File: src/rtl/irqm_pkg.sv
`timescale 1ns/1ps
package irqm_pkg;
  localparam int WORD_W = 32;
  localparam int ADDR_W = 8;

  typedef logic [WORD_W-1:0] word_t;
  typedef logic [ADDR_W-1:0] addr_t;

  localparam addr_t OFS_LEVEL = 8'h00;
  localparam addr_t OFS_MASK  = 8'h04;
  localparam addr_t OFS_PEND  = 8'h0C;
  localparam addr_t OFS_CTRL  = 8'h14;

  typedef enum logic [1:0] {
    WK_MASK   = 2'd0,
    WK_NOP    = 2'd1,
    WK_IGNORE = 2'd2
  } wr_kind_e;

  function automatic wr_kind_e classify_write(addr_t a);
    case (a)
      OFS_MASK:           return WK_MASK;
      OFS_LEVEL, OFS_CTRL: return WK_NOP;
      default:            return WK_IGNORE;
    endcase
  endfunction

  function automatic word_t read_select(addr_t a, word_t mask, word_t pend);
    case (a)
      OFS_MASK: return mask;
      OFS_PEND: return pend;
      default:  return '0;
    endcase
  endfunction

  function automatic logic any_active(word_t mask, word_t pend);
    return |(mask & pend);
  endfunction
endpackage

File: src/rtl/irqm_level_track.sv
`timescale 1ns/1ps
module irqm_level_track #(
  parameter int W      = 32,
  parameter int STAGES = 2
) (
  input  logic         clk,
  input  logic         rst_n,
  input  logic [W-1:0] lvl_in,
  output logic [W-1:0] pend_q
);
  logic [W-1:0] stage_q [STAGES];

  always_ff @(posedge clk or negedge rst_n) begin
    if (!rst_n) begin
      for (int i = 0; i < STAGES; i++) stage_q[i] <= '0;
    end else begin
      stage_q[0] <= lvl_in;
      for (int i = 1; i < STAGES; i++) stage_q[i] <= stage_q[i-1];
    end
  end

  always_ff @(posedge clk or negedge rst_n) begin
    if (!rst_n) pend_q <= '0;
    else        pend_q <= stage_q[STAGES-1];
  end
endmodule

File: src/rtl/irqm_regs.sv
`timescale 1ns/1ps
module irqm_regs
  import irqm_pkg::*;
(
  input  logic  clk,
  input  logic  rst_n,
  input  logic  bus_valid,
  input  logic  bus_we,
  input  addr_t bus_addr,
  input  word_t bus_wdata,
  input  word_t pend_q,
  output word_t mask_q,
  output word_t rdata_q,
  output logic  mask_wr_evt,
  output logic  nop_wr_evt,
  output logic  rd_evt
);
  wr_kind_e kind;

  assign kind        = classify_write(bus_addr);
  assign mask_wr_evt = bus_valid && bus_we && (kind == WK_MASK);
  assign nop_wr_evt  = bus_valid && bus_we && (kind == WK_NOP);
  assign rd_evt      = bus_valid && !bus_we;

  always_ff @(posedge clk or negedge rst_n) begin
    if (!rst_n) begin
      mask_q  <= '0;
      rdata_q <= '0;
    end else begin
      if (mask_wr_evt) mask_q <= bus_wdata;
      rdata_q <= rd_evt ? read_select(bus_addr, mask_q, pend_q) : '0;
    end
  end
endmodule

File: src/rtl/irqm_req.sv
`timescale 1ns/1ps
module irqm_req
  import irqm_pkg::*;
(
  input  logic  clk,
  input  logic  rst_n,
  input  word_t mask_q,
  input  word_t pend_q,
  output logic  req_q
);
  always_ff @(posedge clk or negedge rst_n) begin
    if (!rst_n) req_q <= 1'b0;
    else        req_q <= any_active(mask_q, pend_q);
  end
endmodule

File: src/rtl/irq_mirror_ctrl.sv
`timescale 1ns/1ps
module irq_mirror_ctrl #(
  parameter int SYNC_STAGES = 2
) (
  input  logic        clk,
  input  logic        rst_n,
  input  logic [31:0] irq_in,
  input  logic        bus_valid,
  input  logic        bus_we,
  input  logic [7:0]  bus_addr,
  input  logic [31:0] bus_wdata,
  output logic [31:0] bus_rdata,
  output logic        req_out
);
  import irqm_pkg::*;

  word_t pend_q;
  word_t mask_q;
  logic  mask_wr_evt;
  logic  nop_wr_evt;
  logic  rd_evt;

  irqm_level_track #(.W(WORD_W), .STAGES(SYNC_STAGES)) u_track (
    .clk    (clk),
    .rst_n  (rst_n),
    .lvl_in (irq_in),
    .pend_q (pend_q)
  );

  irqm_regs u_regs (
    .clk         (clk),
    .rst_n       (rst_n),
    .bus_valid   (bus_valid),
    .bus_we      (bus_we),
    .bus_addr    (bus_addr),
    .bus_wdata   (bus_wdata),
    .pend_q      (pend_q),
    .mask_q      (mask_q),
    .rdata_q     (bus_rdata),
    .mask_wr_evt (mask_wr_evt),
    .nop_wr_evt  (nop_wr_evt),
    .rd_evt      (rd_evt)
  );

  irqm_req u_req (
    .clk    (clk),
    .rst_n  (rst_n),
    .mask_q (mask_q),
    .pend_q (pend_q),
    .req_q  (req_out)
  );
endmodule

File: config.mk
export PLATFORM = sky130hd
export DESIGN_NAME = irq_mirror_ctrl
export DESIGN_NICKNAME = d
export VERILOG_FILES = /design/src/rtl/irqm_pkg.sv /design/src/rtl/irqm_level_track.sv /design/src/rtl/irqm_regs.sv /design/src/rtl/irqm_req.sv /design/src/rtl/irq_mirror_ctrl.sv
export SDC_FILE = /design/constraint.sdc
export NUM_CORES = 1
export LEC_CHECK = 0
export BUFFER_PORTS_ARGS = -buffer_cell sky130_fd_sc_hd__buf_2
export CAP_MARGIN = 10
export CORE_UTILIZATION = 51
export CTS_BUF_LIST = sky130_fd_sc_hd__clkbuf_4 sky130_fd_sc_hd__clkbuf_8
export CTS_CLUSTER_DIAMETER = 60
export DETAILED_ROUTE_END_ITERATION = 10
export GPL_TIMING_DRIVEN = 0
export PLACE_DENSITY = 0.89
export SKIP_CTS_REPAIR_TIMING = 1
export SLEW_MARGIN = 20
export SYNTH_ARGS = -nofsm -noshare
export SYNTH_HDL_FRONTEND = slang
export SYNTH_HIERARCHICAL = 1
export SYNTH_SLANG_ARGS = --single-unit
export TNS_END_PERCENT = 10
File: constraint.sdc
create_clock -name clk -period 1.26 [get_ports clk]
set_clock_uncertainty 0.1 [all_clocks]
set_input_delay 0.063 -clock clk [delete_from_list [all_inputs] [get_ports clk]]
set_output_delay 0.063 -clock clk [all_outputs]
set_load 0.005 [all_outputs]
# Yosys cells after proc, flatten, opt, wreduce, memory -nomap -nowiden

Index checks and enable logic that the tools add are counted.

Add/sub/neg operators: 0
Multipliers: 0
Divide/modulo/power cells: 0
Magnitude comparators: 0
Eq/ne operators: 3
Shift-type cells: 0
Muxes and demuxes: 3
Bitwise operators: 1
Reduce and logical (&&, ||, !) cells: 8

Operators with widths:

| cell               | number |
|---|---|
| $pmux 32 s2        | 1 |
| $and 32x32->32     | 1 |
| $mux 32            | 1 |
| $reduce_or 32->1   | 1 |
| $eq 8x3->1 const B | 1 |
| $eq 8x4->1 const B | 1 |
| $eq 8x5->1 const B | 1 |
| $logic_not 8->1    | 1 |
| $pmux 2 s2         | 1 |
| $logic_and 1x1->1  | 3 |
| $logic_not 2->1    | 1 |
| $reduce_or 2->1    | 1 |
| $logic_not 1->1    | 1 |

Bits in registers: 161
Latch bits: 0
Bits in writable memories: 0
Bits in read-only memories: 0
Input bits: 76
Output and inout bits: 33
Logic and storage cells: 21
Memories kept: 0

# Depth between registers and ports, before layout

Gate-level depths: netlist (run 1).

Depth in word-level cells: 5
Depth in mapped cells: 5
Depth with buffers taken out: 3

# By module

The synthesis (run 1) kept the hierarchy.

By module, submodules not included:

| module           | instances | cells an instance | area an instance (um^2) | seq. area each (um^2) |
|---|---|---|---|---|
| irqm_regs        | 1         | 181               | 2676.3                  | 1601.5 |
| irqm_level_track | 1         | 96                | 2402.3                  | 2402.3 |
| irqm_req         | 1         | 22                | 182.7                   | 25.0 |

# Worst setup path after synthesis (run 1)

Ideal clock, no wire load.

Path type: register to register
Start: register u_regs.mask_q[7]
End: register u_req.req_q
Library setup time: 138 ps
Arrival: 1129 ps
Required time: 1022 ps
Path slack: -107 ps
Stages on the path, launching flop included: 4
Buffers on the path: 0
Period minus slack after synthesis: 1367 ps
Path through: dfrtp_1 > a22oi_1 > nand4_1 > or4_1

Cells in the longest elaborated chain, start to end: 2

RTL lines:

| element                | RTL line        | RTL |
|---|---|---|
| start, declared        | irqm_regs.sv:12 | `output word_t mask_q,` |
| start signal, assigned | irqm_regs.sv:30 | `if (mask_wr_evt) mask_q <= bus_wdata;` |
| $and 32x32->32         | irqm_pkg.sv:37  | `return \|(mask & pend);` |
| $reduce_or 32->1       | irqm_pkg.sv:37  |  |
| end signal, assigned   | irqm_req.sv:13  | `else req_q <= any_active(mask_q, pend_q);` |
| end, declared          | irqm_req.sv:9   | `output logic req_q` |

No other way between the ends.
A chain may end at the register's enable or synchronous reset.

# Worst setup path in the final report (run 1)

Ends and elaborated chain as after synthesis.

==> results of run 1 <==
==> cell type report <==
class                      count  share of cell area
sequential                   161               0.569
clock inverter                 9              0.0184
timing repair buffer         175               0.175
multi-input combinational    123               0.164
tap                          133              0.0235
clock buffer                  22              0.0419
buffer                        10             0.00865
==> per-layer routing <==
metal	wire (um)	global-route usage	up-vias
met1	4200	0.245	1546
met2	5620	0.324	98
li1	-	-	1395
met3	489	0.0719	19
met5	0	0	-
met4	217	0.0899	0
==> worst max-delay path: stages, from the launching register on <==
cell	delay [ps]
dfrtp_1	410
a22oi_1	260
nand4_1	150
or4_1	480
==> final timing paths <==
kind / start / endpoint / slack, ps / depth (start not counted)
min in group asynchronous: rst_n / u_track/stage_q[16]$_DFF_PN0_ / 110 / 2
max in group asynchronous: rst_n / u_regs/rdata_q[7]$_DFF_PN0_ / 190 / 3
max: u_regs/mask_q[7]$_DFFE_PN0P_ / u_req/req_q$_DFF_PN0_ / -270 / 3
max reg2reg: u_regs/mask_q[7]$_DFFE_PN0P_ / u_req/req_q$_DFF_PN0_ / -270 / 3
min: bus_we / u_regs/rdata_q[0]$_DFF_PN0_ / -80 / 3
min reg2reg: u_track/stage_q[2]$_DFF_PN0_ / u_track/pend_q[2]$_DFF_PN0_ / 240 / 0
==> state kept, by name, summed over array words and instances, names as in the netlist <==
| signal | count |
|---|---|
| u_track/stage_q | 64 |
| u_regs/mask_q | 32 |
| u_regs/rdata_q | 32 |
| u_track/pend_q | 32 |
| u_req/req_q | 1 |
==> through the flow <==
stage | cells | utilization | cell area [um2]
2_1_floorplan | 294 | - | 5230
3_3_place_gp | 534 | 0.601 | 5930
3_5_place_dp | 535 | 0.605 | 5970
4_1_cts | 566 | 0.649 | 6400
5_1_grt | 633 | 0.718 | 7090
6_report | 633 | 0.718 | 7090
==> power by group <==
| group | leakage (nW) | switching, mW | internal (mW) | total, mW |
|---|---|---|---|---|
| Clock | 0.206 | 1.73 | 2.17 | 3.90 |
| Sequential | 2.02 | 0.0917 | 5.36 | 5.45 |
| Combinational | 1.37 | 0.252 | 0.342 | 0.595 |
| Total | 3.60 | 2.07 | 7.87 | 9.95 |
==> cell usage in the layout, fill, tap and decap left out <==
cell type,count
a22oi_1,11
a22oi_2,5
buf_1,3
buf_16,1
buf_2,107
buf_4,1
buf_6,3
buf_8,1
bufinv_16,3
clkbuf_1,3
clkbuf_4,1
clkbuf_8,21
clkinv_2,2
clkinvlp_4,4
dfrtp_1,161
dlygate4sd3_1,66
mux2_2,2
mux2_4,30
mux2i_1,32
nand4_1,4
nand4_4,1
nand4b_1,1
nor2_1,33
nor2b_1,2
nor4b_4,1
or4_1,1
==> flow_metrics.tcl, run 1 <==
set metrics [dict create \
    status "finished, violations left" \
    violations "negative hold slack, negative setup slack" \
    whs_ps -77.1 \
    power_mw 9.95 \
    cts_root_buf "clkbuf_8" \
    leakagePower_nw 3.60 \
    relSlewSlack 0.415 \
    antenna_found_initial 0 \
    finalHoldViolCount 4 \
    cts_sinks 161 \
    dp_slack_ps -429 \
    clkLatencyLatePin_ps 440 \
    multiInputGateArea_um2 1160 \
    hpwl_um 6430 \
    n_antenna_cell 0 \
    fin_ws_ps -271 \
    grt_pass1_vias 2962 \
    fillers 609 \
    slew_violations 0 \
    routed_wl_um 10500 \
    max_freq_ghz 0.653 \
    io_pins 109 \
    post-route-period-util 1.22 \
    via_per_inst 4.83 \
    cts_tree "built" \
    drc 0 \
    grt_setup_unrepaired "true" \
    wl_per_cell_um 16.6 \
    grt.overflow.total 0 \
    start_kind "register" \
    fp.dieH_um 103 \
    critPathMaxFanout 3 \
    rows 36 \
    worstPathRequired_ps 1470 \
    holdCritPathClass "input pin to register" \
    power_density_nw_per_um2 1400 \
    clkTransAtPathRegs_ps 80 \
    crit_type "register to register" \
    synth_cells 294 \
    syn_area_um2 5230 \
    dieArea_um2 10700 \
    fin_setup_tns_ps -271 \
    yosys_warnings 6 \
    worst-endpoint-arrival_ps 1740 \
    cts_max_path_buffers 2 \
    worst_slew_pin_slew_ps 877 \
    htree_levels 4 \
    seq_area_um2 4030 \
    drive_gt1_frac 0.366 \
    routabilityCongestion 0.787 \
    port-buffer-count 107 \
    cts_buffers 17 \
    maxCapViolations 0 \
    first_iter_violations 84 \
    vias 3058 \
    dieWidth_um 103 \
    antenna_left 0 \
    report.final.setup_viol 1 \
    min_period_ps 1530 \
    coreArea_um2 9860 \
    grt_max_degree 83 \
    syn_nets 370 \
    final_nets 564 \
    initial_core_util 0.530 \
    irDropWorstVdd_mv 0.813 \
    crit_path_end_kind "register" \
    avgSynthCellArea_um2 17.8 \
    firstDrtPassIters 4 \
    grt_pass1_wl_um 14800 \
    grt_usage 0.201 \
    syn_to_final_growth_pct 35.4 \
]
Note: power is estimated with default switching activity, not from simulation.
==> inputs of run 2 (changes only) <==
--- a/config.mk
+++ b/config.mk
@@ -12,7 +12,7 @@
 export CTS_CLUSTER_DIAMETER = 60
 export DETAILED_ROUTE_END_ITERATION = 10
 export GPL_TIMING_DRIVEN = 0
-export PLACE_DENSITY = 0.89
+export PLACE_DENSITY = 0.82
 export SKIP_CTS_REPAIR_TIMING = 1
 export SLEW_MARGIN = 20
 export SYNTH_ARGS = -nofsm -noshare
==> run 2 against run 1 <==
The run still ends with negative hold slack, negative setup slack left. Total power is 1.8% higher. Register-to-register slack worse by 60 ps. Largest cell class unchanged. Critical path type unchanged. Sequential share of layout area is 0.27 points lower. Flip-flop and latch count stayed put. Via count is 0.75% higher. Largest power group unchanged. Critical endpoint unchanged.
==> flow_metrics.tcl, run 2 (synthesized netlist as in run 1, its figures left out) <==
set metrics [dict create \
    routed_wl_um 10500 \
    whs_ps -79.7 \
    antenna_found_initial 0 \
    report.final.setup_viol 1 \
    power_frac_clock 0.402 \
    dieWidth_um 103 \
    top_layer "met4" \
    drc 0 \
    post-route-period-util 1.26 \
    cts_buffers 17 \
    relSlewSlack 0.403 \
    irDropWorstVdd_mv 0.795 \
    first_iter_violations 112 \
    worst-endpoint-arrival_ps 1780 \
    power_mw 10.1 \
    final_cell_mix "dfrtp_1, buf_2, dlygate4sd3_1" \
    critPathMaxFanout 3 \
    worst_slew_pin_slew_ps 895 \
    grt_max_degree 110 \
    status "finished, violations left" \
    cts_sinks 161 \
    min_period_ps 1590 \
    max_freq_ghz 0.630 \
    via_per_inst 4.86 \
    hpwl_um 6270 \
    grt.overflow.total 0 \
    worstReg2RegStart "u_regs/mask_q[12]$_DFFE_PN0P_" \
    clkLatencyLatePin_ps 430 \
    routabilityCongestion 0.776 \
    slew_violations 0 \
    violations "negative hold slack, negative setup slack" \
    vias 3081 \
    met2_length_um 5570 \
    cts_root_buf "clkbuf_8" \
    cts_max_path_buffers 2 \
    fp.dieH_um 103 \
    top_register "u_track/stage_q" \
    start_kind "register" \
    largest_reg_flops 64 \
    r2r_cells 3 \
    dieArea_um2 10700 \
    grt_pass1_wl_um 14400 \
    coreArea_um2 9860 \
    dpl_cell_area_um2 5970 \
    wl_per_cell_um 16.6 \
    cp-startpoint "u_regs/mask_q[12]$_DFFE_PN0P_" \
    cts_tree "built" \
    power_density_nw_per_um2 1420 \
    grt_pass1_vias 2893 \
    fin_setup_tns_ps -327 \
    rows 36 \
    switching_share 0.210 \
    crit_type "register to register" \
    holdCritPathClass "input pin to register" \
    htree_levels 4 \
    initial_core_util 0.530 \
    power_frac_seq 0.539 \
    drive_gt1_frac 0.371 \
    crit_path_end_kind "register" \
    fin_ws_ps -327 \
    hold_depth 3 \
    m1WireLength_um 4360 \
    maxCapViolations 0 \
    p_int_mw 8.00 \
    comb_power_share 0.059 \
    hp-start "bus_we" \
    firstDrtPassIters 4 \
    worstPathRequired_ps 1450 \
    fin_area_um2 7120 \
    p_switching_mw 2.13 \
    io_pins 109 \
    n_antenna_cell 0 \
    port-buffer-count 107 \
    syn_to_final_growth_pct 36.1 \
    antenna_left 0 \
    final_common_cell "dfrtp_1" \
    grt_setup_unrepaired "true" \
    finalHoldViolCount 4 \
    leakagePower_nw 3.61 \
    final_nets 564 \
    grt_usage 0.195 \
    clkTransAtPathRegs_ps 80 \
    wl_met3_um 398 \
]
==> run 2: changes by cell type in the layout (fill, tap and decap cells not counted) <==
cell       before  now
a22oi_1        11    9
clkbuf_8       21   19
a22oi_2         5    7
bufinv_16       3    4
clkinv_2        2    1
inv_6           0    1
clkinv_4        0    2
==> run 2: per-layer routing <==
metal	vias to the layer above	global-route usage
met5	-	0
met4	0	0.0953
met3	15	0.0511
met2	104	0.316
met1	1570	0.247
li1	1392	-
==> run 2: worst max-delay path, stage by stage (launching register included) <==
cell     delay, ps
dfrtp_1        410
a22oi_2        300
nand4_1        150
or4_1          490
==> run 2: final cells by class <==
type / count / area, um2
plain buffers: 10 / 61.3
clock buffers: 20 / 269
clock inverters: 12 / 181
fillers: 615 / 2750
multi-input cells: 123 / 1170
flip-flops and latches: 161 / 4030
well taps: 133 / 166
repair buffers: 175 / 1240
==> run 2: path summary, 6_finish.rpt <==
| check | slack [ps] | to |
|---|---|---|
| hold / removal | -80 | u_regs/rdata_q[0]$_DFF_PN0_ |
| min in group asynchronous | 40 | u_track/pend_q[18]$_DFF_PN0_ |
| max in group asynchronous | 210 | u_regs/rdata_q[30]$_DFF_PN0_ |
| setup reg to reg | -330 | u_req/req_q$_DFF_PN0_ |
| hold reg to reg | 240 | u_track/stage_q[7]$_DFF_PN0_ |
| setup / recovery | -330 | u_req/req_q$_DFF_PN0_ |
==> run 2: power by group through the flow <==
| stage | clock network [mW] | registers, mW | logic, mW |
|---|---|---|---|
| finish | 4.07 | 5.45 | 0.597 |
| global placement | 0 | 5.53 | 0.405 |
| floorplan | 0 | 5.52 | 0.157 |
| CTS | 4.16 | 5.44 | 0.435 |
| detailed placement | 0 | 5.54 | 0.432 |
| global route | 4.42 | 5.47 | 0.658 |
==> run 2: stage by stage <==
step | cells | util | worst slack (ps) | hold WS (ps)
after floorplan | 294 | - | -93.2 | -333
after global placement | 534 | 0.601 | -2120 | 71.4
after detailed placement | 535 | 0.605 | -455 | -98.7
after CTS | 567 | 0.651 | -469 | -567
after global routing | 634 | 0.722 | -302 | -80.5
final | 634 | 0.722 | -327 | -79.7
==> inputs of run 3 (changes only) <==
--- a/config.mk
+++ b/config.mk
@@ -5,6 +5,7 @@
 export SDC_FILE = /design/constraint.sdc
 export NUM_CORES = 1
 export LEC_CHECK = 0
+export ABC_AREA = 1
 export BUFFER_PORTS_ARGS = -buffer_cell sky130_fd_sc_hd__buf_2
 export CAP_MARGIN = 10
 export CORE_UTILIZATION = 51
==> run 3 against run 2 <==
The run now ends clean. Core utilization down 1.6 points. Sequential power barely moved. Register-to-register slack gained 430 ps. Largest power group unchanged.
==> flow_metrics.tcl, run 3 <==
set metrics [dict create \
    status "completed" \
    irDropWorstVdd_mv 1.02 \
    yosys_warnings 6 \
    syn_to_final_growth_pct 34.9 \
    hpwl_um 7880 \
    final_common_cell "dfrtp_1" \
    endpoint "u_regs/rdata_q[0]$_DFF_PN0_" \
    min_period_ps 1220 \
    antenna_found_initial 0 \
    leakagePower_nw 3.70 \
    drc 0 \
    cts_root_buf "clkbuf_8" \
    max_freq_ghz 0.820 \
    crit_type "input pin to register" \
    finalHoldViolCount 0 \
    dieWidth_um 105 \
    worstPathRequired_ps 1510 \
    holdCritPathClass "input pin to register" \
    routed_wl_um 12700 \
    rows 37 \
    wl_per_cell_um 15.7 \
    dp_slack_ps -66.4 \
    dieArea_um2 11000 \
    whs_ps 10.1 \
    cts_tree "built" \
    coreArea_um2 10300 \
    largest_reg_flops 64 \
    io_pins 109 \
    utilization 0.706 \
    power_mw 9.85 \
    worst_slew_pin_slew_ps 600 \
    path_delay_family "buffers and inverters" \
    syn_nets 536 \
    crit_path_end_kind "register" \
    initial_core_util 0.523 \
    start_kind "input pin" \
    cts_buffers 17 \
    worstSetupPathDepth 7 \
    grt_max_degree 84 \
    maxCapViolations 0 \
    critical_path.slowest_cell "dlygate4sd3_1" \
    vias 4053 \
    multiInputGateArea_um2 1180 \
    reg2reg_slack_ps 100 \
    final_nets 735 \
    critPathMaxStageDelay_ps 630 \
    synth_cells 460 \
    critPathMaxFanout 4 \
    port-buffer-count 108 \
    critical_path.cell_chain "buf_2 > inv_1 > nand2_1 > nor2_2 > dlygate4sd3_1 > nand3_1 > a21oi_1" \
    r2r_cells 6 \
    grt_pass1_vias 3702 \
    drive_gt1_frac 0.251 \
    fillers 686 \
    use_met3 0.0661 \
    syn_area_um2 5380 \
    worst-endpoint-arrival_ps 1470 \
    post-route-period-util 0.968 \
    cts_max_path_buffers 2 \
    firstDrtPassIters 5 \
    final_cell_mix "dfrtp_1, nand2_1, buf_2" \
    routabilityCongestion 0.851 \
    grt.overflow.total 0 \
    clkLatencyLatePin_ps 440 \
    first_iter_violations 362 \
    fp.dieH_um 105 \
    worstReg2RegStart "u_track/pend_q[31]$_DFF_PN0_" \
    grt_setup_unrepaired "false" \
    avgSynthCellArea_um2 11.7 \
    grtUsageMet1 0.289 \
    n_antenna_cell 0 \
    cp-startpoint "bus_addr[0]" \
    relSlewSlack 0.600 \
    cts_sinks 161 \
    top_register "u_track/stage_q" \
    htree_levels 4 \
    report.final.setup_viol 0 \
    use_met2 0.351 \
    cp_num_buf_inv 3 \
    r2r-end "u_req/req_q$_DFF_PN0_" \
    grt_pass1_wl_um 18300 \
    grt.busiest_layer "met2" \
    fin_ws_ps 40.1 \
    grt_usage 0.224 \
    antenna_left 0 \
    seq_area_um2 4030 \
    via_per_inst 5.02 \
    clkTransAtPathRegs_ps 80 \
    slew_violations 0 \
    power_density_nw_per_um2 1360 \
]
## run 3: worst register-to-register path, stage by stage, from the launching register on
cell and delay, ps:
dfrtp_1 410, nand2_1 100, nand2_1 70, nor2_1 120
nand2_1 80, nor2_1 120, nand2_1 70
## run 3: where the power goes
| group | internal, mW | switching, mW |
|---|---|---|
| clock | 2.01 | 1.81 |
| combinational | 0.288 | 0.286 |
| sequential | 5.36 | 0.0983 |
## run 3: worst min path at each step
| stage | from | slack, ps | depth (start not counted) | end |
|---|---|---|---|---|
| finish | bus_addr[7] | 10 | 8 | u_regs/mask_q[1]$_DFFE_PN0P_ |
| floorplan | rst_n | -330 | 0 | u_regs/mask_q[0]$_DFFE_PN0P_ |
| global route | bus_we | 20 | 5 | u_regs/mask_q[1]$_DFFE_PN0P_ |
| detailed placement | rst_n | -10 | 1 | u_regs/rdata_q[26]$_DFF_PN0_ |
| CTS | rst_n | -490 | 1 | u_regs/rdata_q[24]$_DFF_PN0_ |
| global placement | irq_in[20] | 70 | 1 | u_track/stage_q[52]$_DFF_PN0_ |
## run 3: area by class of cell
class | instances | share of cell area
plain buffers | 22 | 0.0188
flip-flops and latches | 161 | 0.556
well taps | 136 | 0.0235
repair buffers | 180 | 0.177
multi-input cells | 268 | 0.162
inverters | 9 | 0.00466
clock buffers | 22 | 0.0409
clock inverters | 10 | 0.0169
## run 3: layer usage
layer  vias to the layer above  routed length (um)
met5                         -                   0
met4                         0                 384
met3                        35                 979
met2                       246                6420
met1                      1911                4900
li1                       1861                   -
## run 3: stage by stage
stage	setup TNS, ps	cell area (um2)	instances
after floorplan	0	5380	460
after global placement	-332370	6090	704
after detailed placement	-1240	6120	705
after CTS	0	6540	737
after global routing	0	7250	808
final	0	7250	808
